**config.mk**
```make
export PLATFORM = sky130hd
export DESIGN_NAME = nand_cmd_seq
export DESIGN_NICKNAME = d
export VERILOG_FILES = /design/src/rtl/nand_seq_pkg.sv /design/src/rtl/nand_ptr_select.sv /design/src/rtl/nand_cmd_class.sv /design/src/rtl/nand_slot_plan.sv /design/src/rtl/nand_cmd_seq.sv
export SDC_FILE = /design/constraint.sdc
export NUM_CORES = 1
export LEC_CHECK = 0
export BUFFER_PORTS_ARGS = -buffer_cell sky130_fd_sc_hd__buf_2
export CAP_MARGIN = 10
export CORE_MARGIN = 2
export CORE_UTILIZATION = 55
export DETAILED_ROUTE_END_ITERATION = 10
export PLACE_DENSITY = 0.85
export SLEW_MARGIN = 20
export SYNTH_ARGS = -nofsm -noshare
export SYNTH_HDL_FRONTEND = slang
export SYNTH_SLANG_ARGS = --single-unit
```
**constraint.sdc**
```tcl
create_clock -name clk -period 2.9 [get_ports clk]
set_input_delay 0.58 -clock clk [delete_from_list [all_inputs] [get_ports clk]]
set_output_delay 0.58 -clock clk [all_outputs]
set_load 0.005 [all_outputs]
```
**src/rtl/nand_seq_pkg.sv**
```systemverilog
`timescale 1ns/100ps
package nand_seq_pkg;

    typedef enum logic [2:0] {
        ST_IDLE,
        ST_WLOW,
        ST_WHIGH,
        ST_SETTLE,
        ST_TWB,
        ST_WAIT,
        ST_DONE
    } seq_state_e;

    typedef enum logic [1:0] {
        WAIT_NONE,
        WAIT_BOUNDED,
        WAIT_FOREVER
    } wait_kind_e;

    // row address: two full bytes plus one nibble
    localparam int ROW_W     = 20;
    localparam int ROW_BYTES = 3;

    // byte slots in bus order
    localparam int SLOT_PTR  = 0;
    localparam int SLOT_CMD  = 1;
    localparam int SLOT_COL  = 2;
    localparam int SLOT_ROW0 = 3;
    localparam int NSLOT     = SLOT_ROW0 + ROW_BYTES;
    localparam int IDX_W     = $clog2(NSLOT);

    localparam logic [7:0] OP_RD_LO      = 8'h00;
    localparam logic [7:0] OP_RD_HI      = 8'h01;
    localparam logic [7:0] OP_RD_SPARE   = 8'h50;
    localparam logic [7:0] OP_PROG_SETUP = 8'h80;
    localparam logic [7:0] OP_PROG_GO    = 8'h10;
    localparam logic [7:0] OP_ERASE_SET  = 8'h60;
    localparam logic [7:0] OP_ERASE_GO   = 8'hD0;
    localparam logic [7:0] OP_STATUS     = 8'h70;

endpackage

```
**src/rtl/nand_ptr_select.sv**
```systemverilog
`timescale 1ns/100ps
module nand_ptr_select
    import nand_seq_pkg::*;
#(
    parameter int COL_W      = 12,
    parameter int PAGE_BYTES = 512
) (
    input  logic [7:0]       opcode,
    input  logic             col_v,
    input  logic [COL_W-1:0] col,
    input  logic             wide,
    output logic [7:0]       ptr_op,
    output logic [7:0]       col_byte
);
    localparam logic [COL_W-1:0] PG_SIZE = COL_W'(PAGE_BYTES);
    localparam logic [COL_W-1:0] HALF_PG = COL_W'(256);

    logic [COL_W-1:0] rebased;
    logic [COL_W-1:0] scaled;
    logic             byte_only_op;

    always_comb begin
        rebased = col;
        ptr_op  = OP_RD_LO;
        if (opcode == OP_PROG_SETUP && col_v) begin
            if (col >= PG_SIZE) begin
                ptr_op  = OP_RD_SPARE;
                rebased = col - PG_SIZE;
            end else if (col >= HALF_PG) begin
                ptr_op  = OP_RD_HI;
                rebased = col - HALF_PG;
            end
        end
        byte_only_op = (opcode == 8'h90) || (opcode == 8'hEC) ||
                       (opcode == 8'hEE) || (opcode == 8'hEF);
        scaled   = (wide && !byte_only_op) ? (rebased >> 1) : rebased;
        col_byte = 8'(scaled);
    end
endmodule

```
**src/rtl/nand_cmd_class.sv**
```systemverilog
`timescale 1ns/100ps
module nand_cmd_class
    import nand_seq_pkg::*;
(
    input  logic [7:0] opcode,
    input  logic       page_v,
    output wait_kind_e kind,
    output logic       hold_ce
);
    logic is_read;
    logic no_wait;

    always_comb begin
        is_read = (opcode == OP_RD_LO) || (opcode == OP_RD_HI) ||
                  (opcode == OP_RD_SPARE);
        no_wait = (opcode == OP_PROG_GO) || (opcode == OP_ERASE_SET) ||
                  (opcode == OP_ERASE_GO) || (opcode == OP_PROG_SETUP) ||
                  (opcode == OP_STATUS);
        hold_ce = is_read && page_v;
        if (no_wait)      kind = WAIT_NONE;
        else if (hold_ce) kind = WAIT_BOUNDED;
        else              kind = WAIT_FOREVER;
    end
endmodule

```
**src/rtl/nand_slot_plan.sv**
```systemverilog
`timescale 1ns/100ps
module nand_slot_plan
    import nand_seq_pkg::*;
(
    input  logic                      prog_setup,
    input  logic [7:0]                ptr_op,
    input  logic [7:0]                opcode,
    input  logic                      col_v,
    input  logic [7:0]                col_byte,
    input  logic                      page_v,
    input  logic [ROW_W-1:0]          page,
    input  logic                      row3,
    output logic [NSLOT-1:0]          vld,
    output logic [NSLOT-1:0][7:0]     bytes,
    output logic [NSLOT-1:0]          is_addr
);
    assign vld[SLOT_PTR]     = prog_setup;
    assign bytes[SLOT_PTR]   = ptr_op;
    assign is_addr[SLOT_PTR] = 1'b0;

    assign vld[SLOT_CMD]     = 1'b1;
    assign bytes[SLOT_CMD]   = opcode;
    assign is_addr[SLOT_CMD] = 1'b0;

    assign vld[SLOT_COL]     = col_v;
    assign bytes[SLOT_COL]   = col_byte;
    assign is_addr[SLOT_COL] = 1'b1;

    for (genvar k = 0; k < ROW_BYTES; k++) begin : g_row
        assign is_addr[SLOT_ROW0+k] = 1'b1;
        if (k < ROW_BYTES - 1) begin : g_full
            assign vld[SLOT_ROW0+k]   = page_v;
            assign bytes[SLOT_ROW0+k] = page[8*k +: 8];
        end else begin : g_nib
            assign vld[SLOT_ROW0+k]   = page_v && row3;
            assign bytes[SLOT_ROW0+k] = {4'b0000, page[8*k +: 4]};
        end
    end
endmodule

```
**src/rtl/nand_cmd_seq.sv**
```systemverilog
`timescale 1ns/100ps
module nand_cmd_seq
    import nand_seq_pkg::*;
#(
    parameter int CLK_MHZ    = 200,
    parameter int PAGE_BYTES = 512,
    parameter int COL_W      = 12,
    parameter int WE_LOW     = 2,
    parameter int WE_HIGH    = 2,
    parameter int SETTLE_NS  = 1000,
    parameter int TWB_NS     = 100,
    parameter int STEP_NS    = 1000,
    parameter int READ_STEPS = 30
) (
    input  logic             clk,
    input  logic             rst_n,
    input  logic             start,
    input  logic [7:0]       opcode,
    input  logic             col_valid,
    input  logic [COL_W-1:0] col_addr,
    input  logic             page_valid,
    input  logic [ROW_W-1:0] page_addr,
    input  logic             wide_bus,
    input  logic             row3,
    input  logic             dev_rdy,
    output logic             cle,
    output logic             ale,
    output logic             nce,
    output logic             nwe,
    output logic [7:0]       dq,
    output logic             busy,
    output logic             done,
    output logic             timeout
);
    function automatic int ns_to_cyc(int ns);
        int c;
        c = (CLK_MHZ * ns + 999) / 1000;
        return (c < 1) ? 1 : c;
    endfunction

    function automatic int max2(int a, int b);
        return (a > b) ? a : b;
    endfunction

    localparam int SETTLE_CYC = ns_to_cyc(SETTLE_NS);
    localparam int TWB_CYC    = ns_to_cyc(TWB_NS);
    localparam int STEP_CYC   = ns_to_cyc(STEP_NS);
    localparam int WAIT_LIMIT = READ_STEPS * STEP_CYC;
    localparam int MAX_CNT    = max2(max2(max2(WE_LOW, WE_HIGH), max2(SETTLE_CYC, TWB_CYC)), WAIT_LIMIT);
    localparam int CNT_W      = $clog2(MAX_CNT + 1);

    typedef struct packed {
        seq_state_e       st;
        logic [IDX_W-1:0] idx;
        logic [CNT_W-1:0] cnt;
        logic             force_ce;
        logic             tmo;
        logic [7:0]       op;
        logic             col_v;
        logic [COL_W-1:0] col;
        logic             page_v;
        logic [ROW_W-1:0] page;
        logic             wide;
        logic             row3;
    } seq_regs_t;

    seq_regs_t q, d;

    logic [7:0]            ptr_op;
    logic [7:0]            col_byte;
    wait_kind_e            kind;
    logic                  hold_ce;
    logic [NSLOT-1:0]      slot_vld;
    logic [NSLOT-1:0][7:0] slot_byte;
    logic [NSLOT-1:0]      slot_addr;

    nand_ptr_select #(.COL_W(COL_W), .PAGE_BYTES(PAGE_BYTES)) i_ptr (
        .opcode   (q.op),
        .col_v    (q.col_v),
        .col      (q.col),
        .wide     (q.wide),
        .ptr_op   (ptr_op),
        .col_byte (col_byte)
    );

    nand_cmd_class i_class (
        .opcode  (q.op),
        .page_v  (q.page_v),
        .kind    (kind),
        .hold_ce (hold_ce)
    );

    nand_slot_plan i_plan (
        .prog_setup (q.op == OP_PROG_SETUP),
        .ptr_op     (ptr_op),
        .opcode     (q.op),
        .col_v      (q.col_v),
        .col_byte   (col_byte),
        .page_v     (q.page_v),
        .page       (q.page),
        .row3       (q.row3),
        .vld        (slot_vld),
        .bytes      (slot_byte),
        .is_addr    (slot_addr)
    );

    logic             nxt_found;
    logic [IDX_W-1:0] nxt_idx;
    logic             any_addr;
    logic             on_bus;

    always_comb begin
        nxt_found = 1'b0;
        nxt_idx   = q.idx;
        for (int j = 0; j < NSLOT; j++) begin
            if (!nxt_found && (j > int'(q.idx)) && slot_vld[j]) begin
                nxt_found = 1'b1;
                nxt_idx   = IDX_W'(j);
            end
        end
        any_addr = q.col_v || q.page_v;
    end

    always_comb begin
        d = q;
        case (q.st)
            ST_IDLE: begin
                if (start) begin
                    d.st       = ST_WLOW;
                    d.idx      = (opcode == OP_PROG_SETUP) ? IDX_W'(SLOT_PTR) : IDX_W'(SLOT_CMD);
                    d.cnt      = '0;
                    d.force_ce = 1'b0;
                    d.tmo      = 1'b0;
                    d.op       = opcode;
                    d.col_v    = col_valid;
                    d.col      = col_addr;
                    d.page_v   = page_valid;
                    d.page     = page_addr;
                    d.wide     = wide_bus;
                    d.row3     = row3;
                end
            end
            ST_WLOW: begin
                if (q.cnt == CNT_W'(WE_LOW - 1)) begin
                    d.st  = ST_WHIGH;
                    d.cnt = '0;
                end else begin
                    d.cnt = q.cnt + 1'b1;
                end
            end
            ST_WHIGH: begin
                if (q.cnt == CNT_W'(WE_HIGH - 1)) begin
                    d.cnt = '0;
                    if (q.idx == IDX_W'(SLOT_ROW0) && hold_ce)
                        d.force_ce = 1'b1;
                    if (nxt_found) begin
                        d.idx = nxt_idx;
                        d.st  = ST_WLOW;
                    end else if (any_addr) begin
                        d.st = ST_SETTLE;
                    end else if (kind == WAIT_NONE) begin
                        d.st = ST_DONE;
                    end else begin
                        d.st = ST_TWB;
                    end
                end else begin
                    d.cnt = q.cnt + 1'b1;
                end
            end
            ST_SETTLE: begin
                if (q.cnt == CNT_W'(SETTLE_CYC - 1)) begin
                    d.cnt = '0;
                    d.st  = (kind == WAIT_NONE) ? ST_DONE : ST_TWB;
                end else begin
                    d.cnt = q.cnt + 1'b1;
                end
            end
            ST_TWB: begin
                if (q.cnt == CNT_W'(TWB_CYC - 1)) begin
                    d.cnt = '0;
                    d.st  = ST_WAIT;
                end else begin
                    d.cnt = q.cnt + 1'b1;
                end
            end
            ST_WAIT: begin
                if (dev_rdy) begin
                    d.st       = ST_DONE;
                    d.force_ce = 1'b0;
                end else if (kind == WAIT_BOUNDED) begin
                    if (q.cnt == CNT_W'(WAIT_LIMIT - 1)) begin
                        d.st       = ST_DONE;
                        d.tmo      = 1'b1;
                        d.force_ce = 1'b0;
                    end else begin
                        d.cnt = q.cnt + 1'b1;
                    end
                end
            end
            ST_DONE: begin
                d.st  = ST_IDLE;
                d.cnt = '0;
            end
            default: d.st = ST_IDLE;
        endcase
    end

    always_ff @(posedge clk) begin
        if (!rst_n) q <= '0;
        else        q <= d;
    end

    always_comb begin
        on_bus  = (q.st == ST_WLOW) || (q.st == ST_WHIGH);
        cle     = on_bus && !slot_addr[q.idx];
        ale     = on_bus && slot_addr[q.idx];
        dq      = on_bus ? slot_byte[q.idx] : 8'h00;
        nwe     = (q.st != ST_WLOW);
        nce     = !(on_bus || q.force_ce);
        busy    = (q.st != ST_IDLE);
        done    = (q.st == ST_DONE);
        timeout = done && q.tmo;
    end
endmodule

```
==> results.sh, run 1 <==
export IMPL_syn2layout_area_growth_pct=17.7
export IMPL_ctsRootBufferMaster="clkbuf_8"
export IMPL_synth_area_top_cells="dfxtp_1, a21oi_1, nand2_1"
export IMPL_hp_class="in2reg"
export IMPL_finalSetupTns_ns=0
export IMPL_holdPathEnd="q[28]$_SDFFE_PN0P_"
export IMPL_fin_hold_ws_ns=0.455
export IMPL_finalClockSkew_ns=0.00833
export IMPL_outcome="finished clean"
export IMPL_synth_main_ff_cell="dfxtp_1"
export IMPL_cap_violations=0
export IMPL_cts_buffers=9
export IMPL_drive_gt1_frac=0.205
export IMPL_nets=577
export IMPL_synth_nets=527
export IMPL_avgViaCountPerCell=6.08
export IMPL_synth_warnings=0
export IMPL_yosysSeqAreaShare=0.366
export IMPL_period_minus_slack_ns=2.83
export IMPL_cp_cell_sequence="or4_4, o41ai_4, nand3_1, a221o_1, a21oi_2, buf_2"
export IMPL_yosysTopAreaCell="dfxtp_1"
export IMPL_synth_distinct_cells=59
export IMPL_relSlewSlack=0.471
export IMPL_core_area_um2=6350
export IMPL_via_count=3703
export IMPL_totalWireLength_um=9400
export IMPL_drc_errors=0
export IMPL_layout_setup_ws_ns=0.0658
export IMPL_grt_overflow=0
export IMPL_dp_slack_ns=0.315
export IMPL_regMostFlops="q"
export IMPL_die_w_um=85.0
export IMPL_clkLatencyLatePin_ns=0.36
export IMPL_ir_drop_mv=0.377
export IMPL_grtUsageTotal=0.261
export IMPL_grt_antenna_before_repair=0
export IMPL_holdCritStartpoint="col_addr[5]"
export IMPL_worstPathArrival_ns=2.25
export IMPL_cts_setup_buffers=0
export IMPL_regToRegEndpoint="q[51]$_SDFFE_PN0P_"
export IMPL_grt_pass1_vias=3364
export IMPL_cp_max_fo=5
export IMPL_multi_input_area_um2=2150
export IMPL_netlist_area_um2=3610
export IMPL_syn_inst=477
export IMPL_final_max_slew_viol_count=0
export IMPL_place_port_buffers=62
export IMPL_first_pass_iters=5
export IMPL_grtUsageMet3=0.0379
export IMPL_synth_most_common_cell="nand2_1"
export IMPL_initial_core_util=0.568
export IMPL_setup_viol=0
export IMPL_finish_utilization=0.669
export IMPL_tightest_slew_ns=0.793
export IMPL_synth_top_area_frac=0.366
export IMPL_dp_hpwl_um=6600
export IMPL_top_regs="q (65)"
export IMPL_cpLargestDelayFamily="simple AND/OR/NAND/NOR gates"
export IMPL_die_h_um=85.0
export IMPL_diodes=0
export IMPL_worstSetupPathType="reg2out"
export IMPL_ys_ff_latch=66
export IMPL_fmax_ghz=0.353
export IMPL_r2r_cells=5
export IMPL_power_uw=2440
export IMPL_synth_common_cells="nand2_1, a21oi_1, dfxtp_1"
export IMPL_ff_latch_area_um2=1330
export IMPL_synth_async_reset_ratio=0
export IMPL_cts_tree="built"
export IMPL_p_leak_uw=0.00157
export IMPL_htreeDepth=3
export IMPL_min_path_cells=3
export IMPL_r2r_start="q[55]$_SDFFE_PN0P_"
export IMPL_grt_max_degree=52
export IMPL_die_area_um2=7220
export IMPL_cp_end_kind="primary output"
export IMPL_clk_pin_slew_ns=0.07
export IMPL_globalRouteMet1Util=0.351
export IMPL_p_per_area_nw_per_um2=574
export IMPL_grt_util_met2=0.426
export IMPL_start_kind="flip-flop"
export IMPL_busiest_layer="met2"
export IMPL_crit_path_max_incr_delay_ns=0.58
export IMPL_rsz0062_at_grt="yes"
export IMPL_period_share=0.977
export IMPL_syn_avg_cell_area_um2=7.56
export IMPL_n_fill_cell=536
export IMPL_hold_viol=0
export IMPL_largest_register_ffs=65
export IMPL_detail_route_antenna_nets=0
export IMPL_postCtsHoldBufs=0
export IMPL_clockBufferDepth=2
export IMPL_fp_row_count=29
export IMPL_wl_per_cell_um=15.4
export IMPL_worstPathRequired_ns=2.32
export IMPL_r2r_setup_slack_ns=0.43
export IMPL_io_pins=63
export IMPL_synth_edf_count=0
export IMPL_cts_sinks=66
export IMPL_first_iter_violations=183
export IMPL_grt_pass1_wl_um=15400
export IMPL_cpMaxStageDelayCell="or4_4"
export IMPL_path_buf_inv=1
export IMPL_routabilityCongestion=0.918
## how the worst max path moves through the flow
stage	from	to	slack (ns)	cells past startpoint
after CTS	q[35]$_SDFFE_PN0P_	dq[6]	0.04	6
after global routing	q[36]$_SDFFE_PN0P_	dq[4]	-0.001	6
final	q[36]$_SDFFE_PN0P_	dq[4]	0.07	6
after detailed placement	q[36]$_SDFFE_PN0P_	dq[4]	0.31	6
after floorplan	q[36]$_SDFFE_PN0P_	dq[4]	0.60	5
after global placement	q[36]$_SDFFE_PN0P_	dq[4]	0.37	6
## kinds of logic (layout without fill, tap and decap cells)
logic type / after synthesis / count (layout) / share of synthesized area
buf+inv: 43 / 98 / 0.0493
simple gates: 206 / 206 / 0.285
flops: 66 / 66 / 0.366
compound gates: 141 / 141 / 0.240
fa+ha+maj: 2 / 2 / 0.00694
mux: 17 / 17 / 0.0475
xor+xnor: 2 / 2 / 0.00486
## cell usage in the layout, fill, tap and decap left out, drive strengths merged, types with 6 or more instances in the layout
master and n:
or3 10, nor2 13, nand4 7, nor3b 7, buf 76, o31ai 9, nand2 102, nor4 6
o21ai 19, nor3 13, dfxtp 66, clkbuf 12, or4 9, nand3 12, mux2i 16, a21oi 78
o211ai 7
## worst reg2reg max path: stages, from the launching register on
cell and delay, ns:
dfxtp_1 0.38, nor4_2 0.45, nand4_1 0.22, a32o_1 0.39, o41ai_4 0.78, a21oi_1 0.11
## final cells by class
type	instances	share of cell area
Inverter	6	0.00531
Clock buffer	12	0.0389
Clock inverter	4	0.0171
Multi-Input combinational cell	368	0.506
Sequential cell	66	0.312
Timing Repair Buffer	76	0.0978
Tap cell	77	0.0227
## report_power, final
part | leakage, uW | internal (uW) | switching (uW)
clock | 0.000119 | 553 | 360
sequential | 0.000541 | 975 | 58.8
combinational | 0.000910 | 192 | 298
total | 0.00157 | 1720 | 717
## per-layer routing
layer,part of all wire,up-vias,routed length (um)
met5,0,-,0
met4,0.019,0,180
met3,0.062,13,587
met2,0.48,133,4500
met1,0.44,1735,4130
li1,-,1822,-
## timing repair
| action | in CTS | in global routing |
|---|---|---|
| resized for setup | 2 | 7 |
| pin swaps | 0 | 2 |
| setup endpoints to repair | 2 | 8 |
## stage by stage
| stage | instance area, um2 | std cells |
|---|---|---|
| after floorplan | 3610 | 477 |
| after CTS | 4220 | 609 |
| after global placement | 3970 | 593 |
| final | 4250 | 609 |
| after detailed placement | 3970 | 593 |
| after global routing | 4250 | 609 |
(Power assumes the default switching activity.)
==> run 2, diff against run 1 <==
--- a/config.mk
+++ b/config.mk
@@ -10,7 +10,7 @@
 export CORE_MARGIN = 2
 export CORE_UTILIZATION = 55
 export DETAILED_ROUTE_END_ITERATION = 10
-export PLACE_DENSITY = 0.85
+export PLACE_DENSITY = 0.79
 export SLEW_MARGIN = 20
 export SYNTH_ARGS = -nofsm -noshare
 export SYNTH_HDL_FRONTEND = slang
==> run 2 against run 1 <==
Compared with the run above: routed wire length grew 2.8%; sequential cell count is the same; sequential share of layout area is essentially flat; total power shrank 0.49%; global-route usage grew 1.1 points; fmax shrank 0.12%; clock skew grew 0.0017 ns; core utilization grew 0.30 points.
==> results.sh, run 2 (same netlist as run 1, synthesis figures left out) <==
export IMPL_final_max_slew_viol_count=0
export IMPL_cp_max_fo=9
export IMPL_dp_hpwl_um=6720
export IMPL_nets=582
export IMPL_die_h_um=85.0
export IMPL_combPwrFrac=0.204
export IMPL_first_pass_iters=5
export IMPL_hp_class="in2reg"
export IMPL_fp_row_count=29
export IMPL_htreeDepth=3
export IMPL_r2r_cells=5
export IMPL_grt_max_degree=46
export IMPL_hold_viol=0
export IMPL_worstPathRequired_ns=2.32
export IMPL_r2r_start="q[37]$_SDFFE_PN0P_"
export IMPL_crit_path_frequent_cell="buf_4"
export IMPL_regToRegEndpoint="q[57]$_SDFFE_PN0P_"
export IMPL_cap_violations=0
export IMPL_clk_pin_slew_ns=0.08
export IMPL_cpLargestDelayFamily="compound AO/OA/AOI/OAI gates"
export IMPL_holdCritStartpoint="col_addr[4]"
export IMPL_regMostFlops="q"
export IMPL_p_seq_frac=0.429
export IMPL_worstPathArrival_ns=2.26
export IMPL_p_per_area_nw_per_um2=569
export IMPL_p_sw_uw=743
export IMPL_grt_pass1_wl_um=15900
export IMPL_final_common_cell="nand2_1"
export IMPL_cp_end_kind="primary output"
export IMPL_largest_register_ffs=65
export IMPL_syn2layout_area_growth_pct=18.2
export IMPL_detail_route_antenna_nets=0
export IMPL_drc_errors=0
export IMPL_avgViaCountPerCell=6.10
export IMPL_first_iter_violations=317
export IMPL_cpMaxStageDelayCell="or3b_2"
export IMPL_routabilityCongestion=0.878
export IMPL_start_kind="flip-flop"
export IMPL_wl_per_cell_um=15.7
export IMPL_rsz0062_at_grt="yes"
export IMPL_place_port_buffers=62
export IMPL_cp_cell_sequence="buf_4, or3b_2, o32ai_1, a21boi_0, buf_4, a311oi_1, buf_2"
export IMPL_core_area_um2=6350
export IMPL_fmax_ghz=0.352
export IMPL_r2r_setup_slack_ns=0.41
export IMPL_period_share=0.978
export IMPL_top_regs="q (65)"
export IMPL_clkLatencyLatePin_ns=0.36
export IMPL_grtUsageTotal=0.272
export IMPL_die_area_um2=7220
export IMPL_crit_path_max_incr_delay_ns=0.43
export IMPL_grt_pass1_vias=3362
export IMPL_diodes=0
export IMPL_p_int_uw=1680
export IMPL_grt_antenna_before_repair=0
export IMPL_finalClockSkew_ns=0.0101
export IMPL_clkPwrFrac=0.367
export IMPL_cts_tree="built"
export IMPL_via_count=3747
export IMPL_switching_share=0.306
export IMPL_ir_drop_mv=0.475
export IMPL_relSlewSlack=0.488
export IMPL_drive_gt1_frac=0.212
export IMPL_worst_path_stages=7
export IMPL_p_leak_uw=0.00159
export IMPL_final_cell_mix="nand2_1, a21oi_1, buf_2"
export IMPL_clockBufferDepth=2
export IMPL_setup_viol=0
export IMPL_min_path_cells=3
export IMPL_cts_buffers=9
export IMPL_worstSetupPathType="reg2out"
export IMPL_period_minus_slack_ns=2.84
export IMPL_initial_core_util=0.568
export IMPL_totalWireLength_um=9660
export IMPL_finalSetupTns_ns=0
export IMPL_path_buf_inv=3
export IMPL_cts_sinks=66
export IMPL_outcome="finished clean"
export IMPL_die_w_um=85.0
export IMPL_holdPathEnd="q[27]$_SDFFE_PN0P_"
export IMPL_ctsRootBufferMaster="clkbuf_8"
export IMPL_fin_hold_ws_ns=0.453
export IMPL_grt_overflow=0
export IMPL_tightest_slew_ns=0.768
export IMPL_io_pins=63
==> run 2: changes by cell type in the layout (fill, tap and decap cells not counted), sizes merged <==
| cell | previous run | this run |
|---|---|---|
| clkinv | 2 | 4 |
| clkbuf | 12 | 10 |
| buf | 76 | 81 |
==> run 2: final cells by class <==
cell class              instances  area [um2]
clock inverters                 6        90.1
fillers                       553        2090
flip-flops and latches         66        1330
inverters                       6        22.5
repair buffers                 81         453
clock buffers                  10         138
well taps                      77        96.3
multi-input cells             368        2130
==> run 2: worst max path at each step <==
stage                             from    end
floorplan           q[36]$_SDFFE_PN0P_  dq[4]
global placement    q[36]$_SDFFE_PN0P_  dq[4]
detailed placement  q[36]$_SDFFE_PN0P_  dq[6]
CTS                 q[40]$_SDFFE_PN0P_  dq[7]
global route        q[42]$_SDFFE_PN0P_  dq[6]
finish              q[42]$_SDFFE_PN0P_  dq[7]
==> run 2: through the flow <==
| stage | util | total power, uW | instance area [um2] | worst slack [ns] | cells |
|---|---|---|---|---|---|
| final | 0.672 | 2420 | 4260 | 0.0625 | 614 |
| after global routing | 0.672 | 2530 | 4260 | -0.0185 | 614 |
| after CTS | 0.666 | 2410 | 4230 | 0.0188 | 611 |
| after detailed placement | 0.628 | 1530 | 3990 | 0.301 | 595 |
| after global placement | 0.628 | 1520 | 3990 | 0.391 | 595 |
| after floorplan | - | 1370 | 3610 | 0.596 | 477 |
==> run 2: worst register-to-register path, stage by stage (launching register included) <==
cell       delay [ns]
dfxtp_1          0.36
nor3_1           0.34
o2111ai_2        0.27
o41a_1           0.71
or4_1            0.60
a21oi_1          0.14
==> run 2: what timing repair did <==
item                       in CTS  in global routing
hold endpoints to repair        0                  0
setup endpoints to repair       2                  8
resized for setup               2                  8
hold buffers                    0                  0
buffers inserted                0                  3
pin swaps                       0                  3
==> run 2: metal layers <==
metal	share of wire	GRT usage
met1	0.46	0.378
met2	0.47	0.419
met3	0.055	0.0564
met4	0.019	0.0967
met5	0	0
==> run 2: power groups by stage <==
stage | Sequential [uW] | Clock [uW] | Combinational (uW)
2_1_floorplan | 1020 | 0 | 341
3_3_place_gp | 1050 | 0 | 466
3_5_place_dp | 1060 | 0 | 474
4_1_cts | 1040 | 890 | 482
5_1_grt | 1050 | 933 | 548
6_report | 1040 | 889 | 495
==> run 3, diff against run 2 <==
--- a/config.mk
+++ b/config.mk
@@ -9,8 +9,10 @@
 export CAP_MARGIN = 10
 export CORE_MARGIN = 2
 export CORE_UTILIZATION = 55
+export CTS_BUF_LIST = sky130_fd_sc_hd__clkbuf_8
 export DETAILED_ROUTE_END_ITERATION = 10
 export PLACE_DENSITY = 0.79
+export RECOVER_POWER = 25
 export SLEW_MARGIN = 20
 export SYNTH_ARGS = -nofsm -noshare
 export SYNTH_HDL_FRONTEND = slang
==> run 3 against run 2 <==
Compared with the run above: sequential cell count is the same; critical path depth stayed put; via count increased by 0.13%; total power is 0.34% lower.
==> results.sh, run 3 (same netlist as run 1, synthesis figures left out) <==
export IMPL_first_pass_iters=5
export IMPL_first_iter_violations=299
export IMPL_outcome="finished clean"
export IMPL_finalClockSkew_ns=0.0102
export IMPL_setup_viol=0
export IMPL_instances_no_fill=614
export IMPL_wl_per_cell_um=15.7
export IMPL_dp_hpwl_um=6720
export IMPL_routabilityCongestion=0.878
export IMPL_die_h_um=85.0
export IMPL_hold_viol=0
export IMPL_nets=582
export IMPL_regMostFlops="q"
export IMPL_grt_pass1_vias=3362
export IMPL_grt_antenna_before_repair=0
export IMPL_finish_utilization=0.669
export IMPL_clockBufferDepth=2
export IMPL_syn2layout_area_growth_pct=17.8
export IMPL_r2r_start="q[63]$_SDFFE_PN0P_"
export IMPL_cts_buffers=9
export IMPL_fp_row_count=29
export IMPL_initial_core_util=0.568
export IMPL_finalInstanceArea_um2=4250
export IMPL_r2r_setup_slack_ns=0.29
export IMPL_cts_tree="built"
export IMPL_clk_pin_slew_ns=0.08
export IMPL_die_w_um=85.0
export IMPL_p_leak_uw=0.00157
export IMPL_combPwrFrac=0.202
export IMPL_worstPathRequired_ns=2.32
export IMPL_core_area_um2=6350
export IMPL_top_regs="q (65)"
export IMPL_period_share=0.977
export IMPL_drive_gt1_frac=0.205
export IMPL_cts_sinks=66
export IMPL_htreeDepth=3
export IMPL_detail_route_antenna_nets=0
export IMPL_grt_max_degree=46
export IMPL_p_int_uw=1680
export IMPL_hp_class="in2reg"
export IMPL_final_max_slew_viol_count=0
export IMPL_avgViaCountPerCell=6.11
export IMPL_fin_hold_ws_ns=0.452
export IMPL_final_cell_mix="nand2_1, a21oi_1, dfxtp_1, buf_2"
export IMPL_fmax_ghz=0.353
export IMPL_dp_cells=595
export IMPL_p_per_area_nw_per_um2=568
export IMPL_totalWireLength_um=9640
export IMPL_grtUsageTotal=0.272
export IMPL_place_port_buffers=62
export IMPL_r2r_cells=6
export IMPL_io_pins=63
export IMPL_ctsRootBufferMaster="clkbuf_8"
export IMPL_tightest_slew_ns=0.790
export IMPL_clkPwrFrac=0.367
export IMPL_period_minus_slack_ns=2.83
export IMPL_start_kind="flip-flop"
export IMPL_final_common_cell="nand2_1"
export IMPL_die_area_um2=7220
export IMPL_cp_max_fo=9
export IMPL_drc_errors=0
export IMPL_largest_register_ffs=65
export IMPL_min_path_cells=3
export IMPL_worstSetupPathType="reg2out"
export IMPL_rsz0062_at_grt="yes"
export IMPL_p_sw_uw=741
export IMPL_relSlewSlack=0.474
export IMPL_holdCritStartpoint="page_addr[12]"
export IMPL_ir_drop_mv=0.464
export IMPL_cap_violations=0
export IMPL_place_area_um2=3990
export IMPL_via_count=3752
export IMPL_p_seq_frac=0.431
export IMPL_regToRegEndpoint="q[38]$_SDFFE_PN0P_"
export IMPL_holdPathEnd="q[14]$_SDFFE_PN0P_"
export IMPL_clkLatencyLatePin_ns=0.36
export IMPL_diodes=0
export IMPL_finalSetupTns_ns=0
export IMPL_grt_overflow=0
export IMPL_worstPathArrival_ns=2.25
export IMPL_cp_end_kind="primary output"
export IMPL_switching_share=0.307
export IMPL_grt_pass1_wl_um=15900
-- run 3: critical path, cell delays in order (launching register included) --
cell and delay [ns]:
dfxtp_4 0.37, buf_4 0.14, or3b_2 0.43, o32ai_1 0.13, a21boi_0 0.14, buf_4 0.20
a311oi_1 0.31, buf_2 0.17
-- run 3: worst max-delay path by stage --
stage | startpoint | to | slack (ns) | depth (start not counted)
final | q[42]$_SDFFE_PN0P_ | dq[7] | 0.07 | 7
after floorplan | q[36]$_SDFFE_PN0P_ | dq[4] | 0.60 | 5
after global placement | q[36]$_SDFFE_PN0P_ | dq[4] | 0.39 | 6
after global routing | q[42]$_SDFFE_PN0P_ | dq[6] | -0.02 | 6
after detailed placement | q[36]$_SDFFE_PN0P_ | dq[6] | 0.30 | 6
after CTS | q[40]$_SDFFE_PN0P_ | dq[7] | 0.02 | 6
-- run 3: repair_timing --
item	in CTS	in global routing
endpoints found under the setup margin	2	8
hold buffers	0	0
pin swaps	0	3
gates cloned	0	0
gates resized for setup	2	8
setup buffers	0	3
-- run 3: area by class of cell --
class / instances / area (um2)
multi-input combinational: 368 / 2130
fill: 554 / 2100
sequential: 66 / 1330
timing repair buffer: 81 / 442
clock buffer: 10 / 138
tap: 77 / 96.3
clock inverter: 6 / 90.1
inverter: 6 / 22.5
-- run 3: power groups by stage --
stage | combinational [uW] | clock [uW] | sequential [uW]
2_1_floorplan | 341 | 0 | 1020
3_5_place_dp | 474 | 0 | 1060
5_1_grt | 541 | 933 | 1050
4_1_cts | 482 | 890 | 1040
6_report | 488 | 888 | 1040
3_3_place_gp | 466 | 0 | 1050
-- run 3: routing by layer --
layer	vias up	share of wire	track usage
met5	-	0	0
met1	1748	0.46	0.378
met2	139	0.46	0.419
met4	0	0.021	0.0967
met3	25	0.057	0.0564
li1	1840	-	-
-- run 3: metrics by stage --
stage,power (uW),setup WS [ns]
finish,2420,0.0659
global route,2520,-0.0185
CTS,2410,0.0188
detailed placement,1530,0.301
global placement,1520,0.391
floorplan,1370,0.596
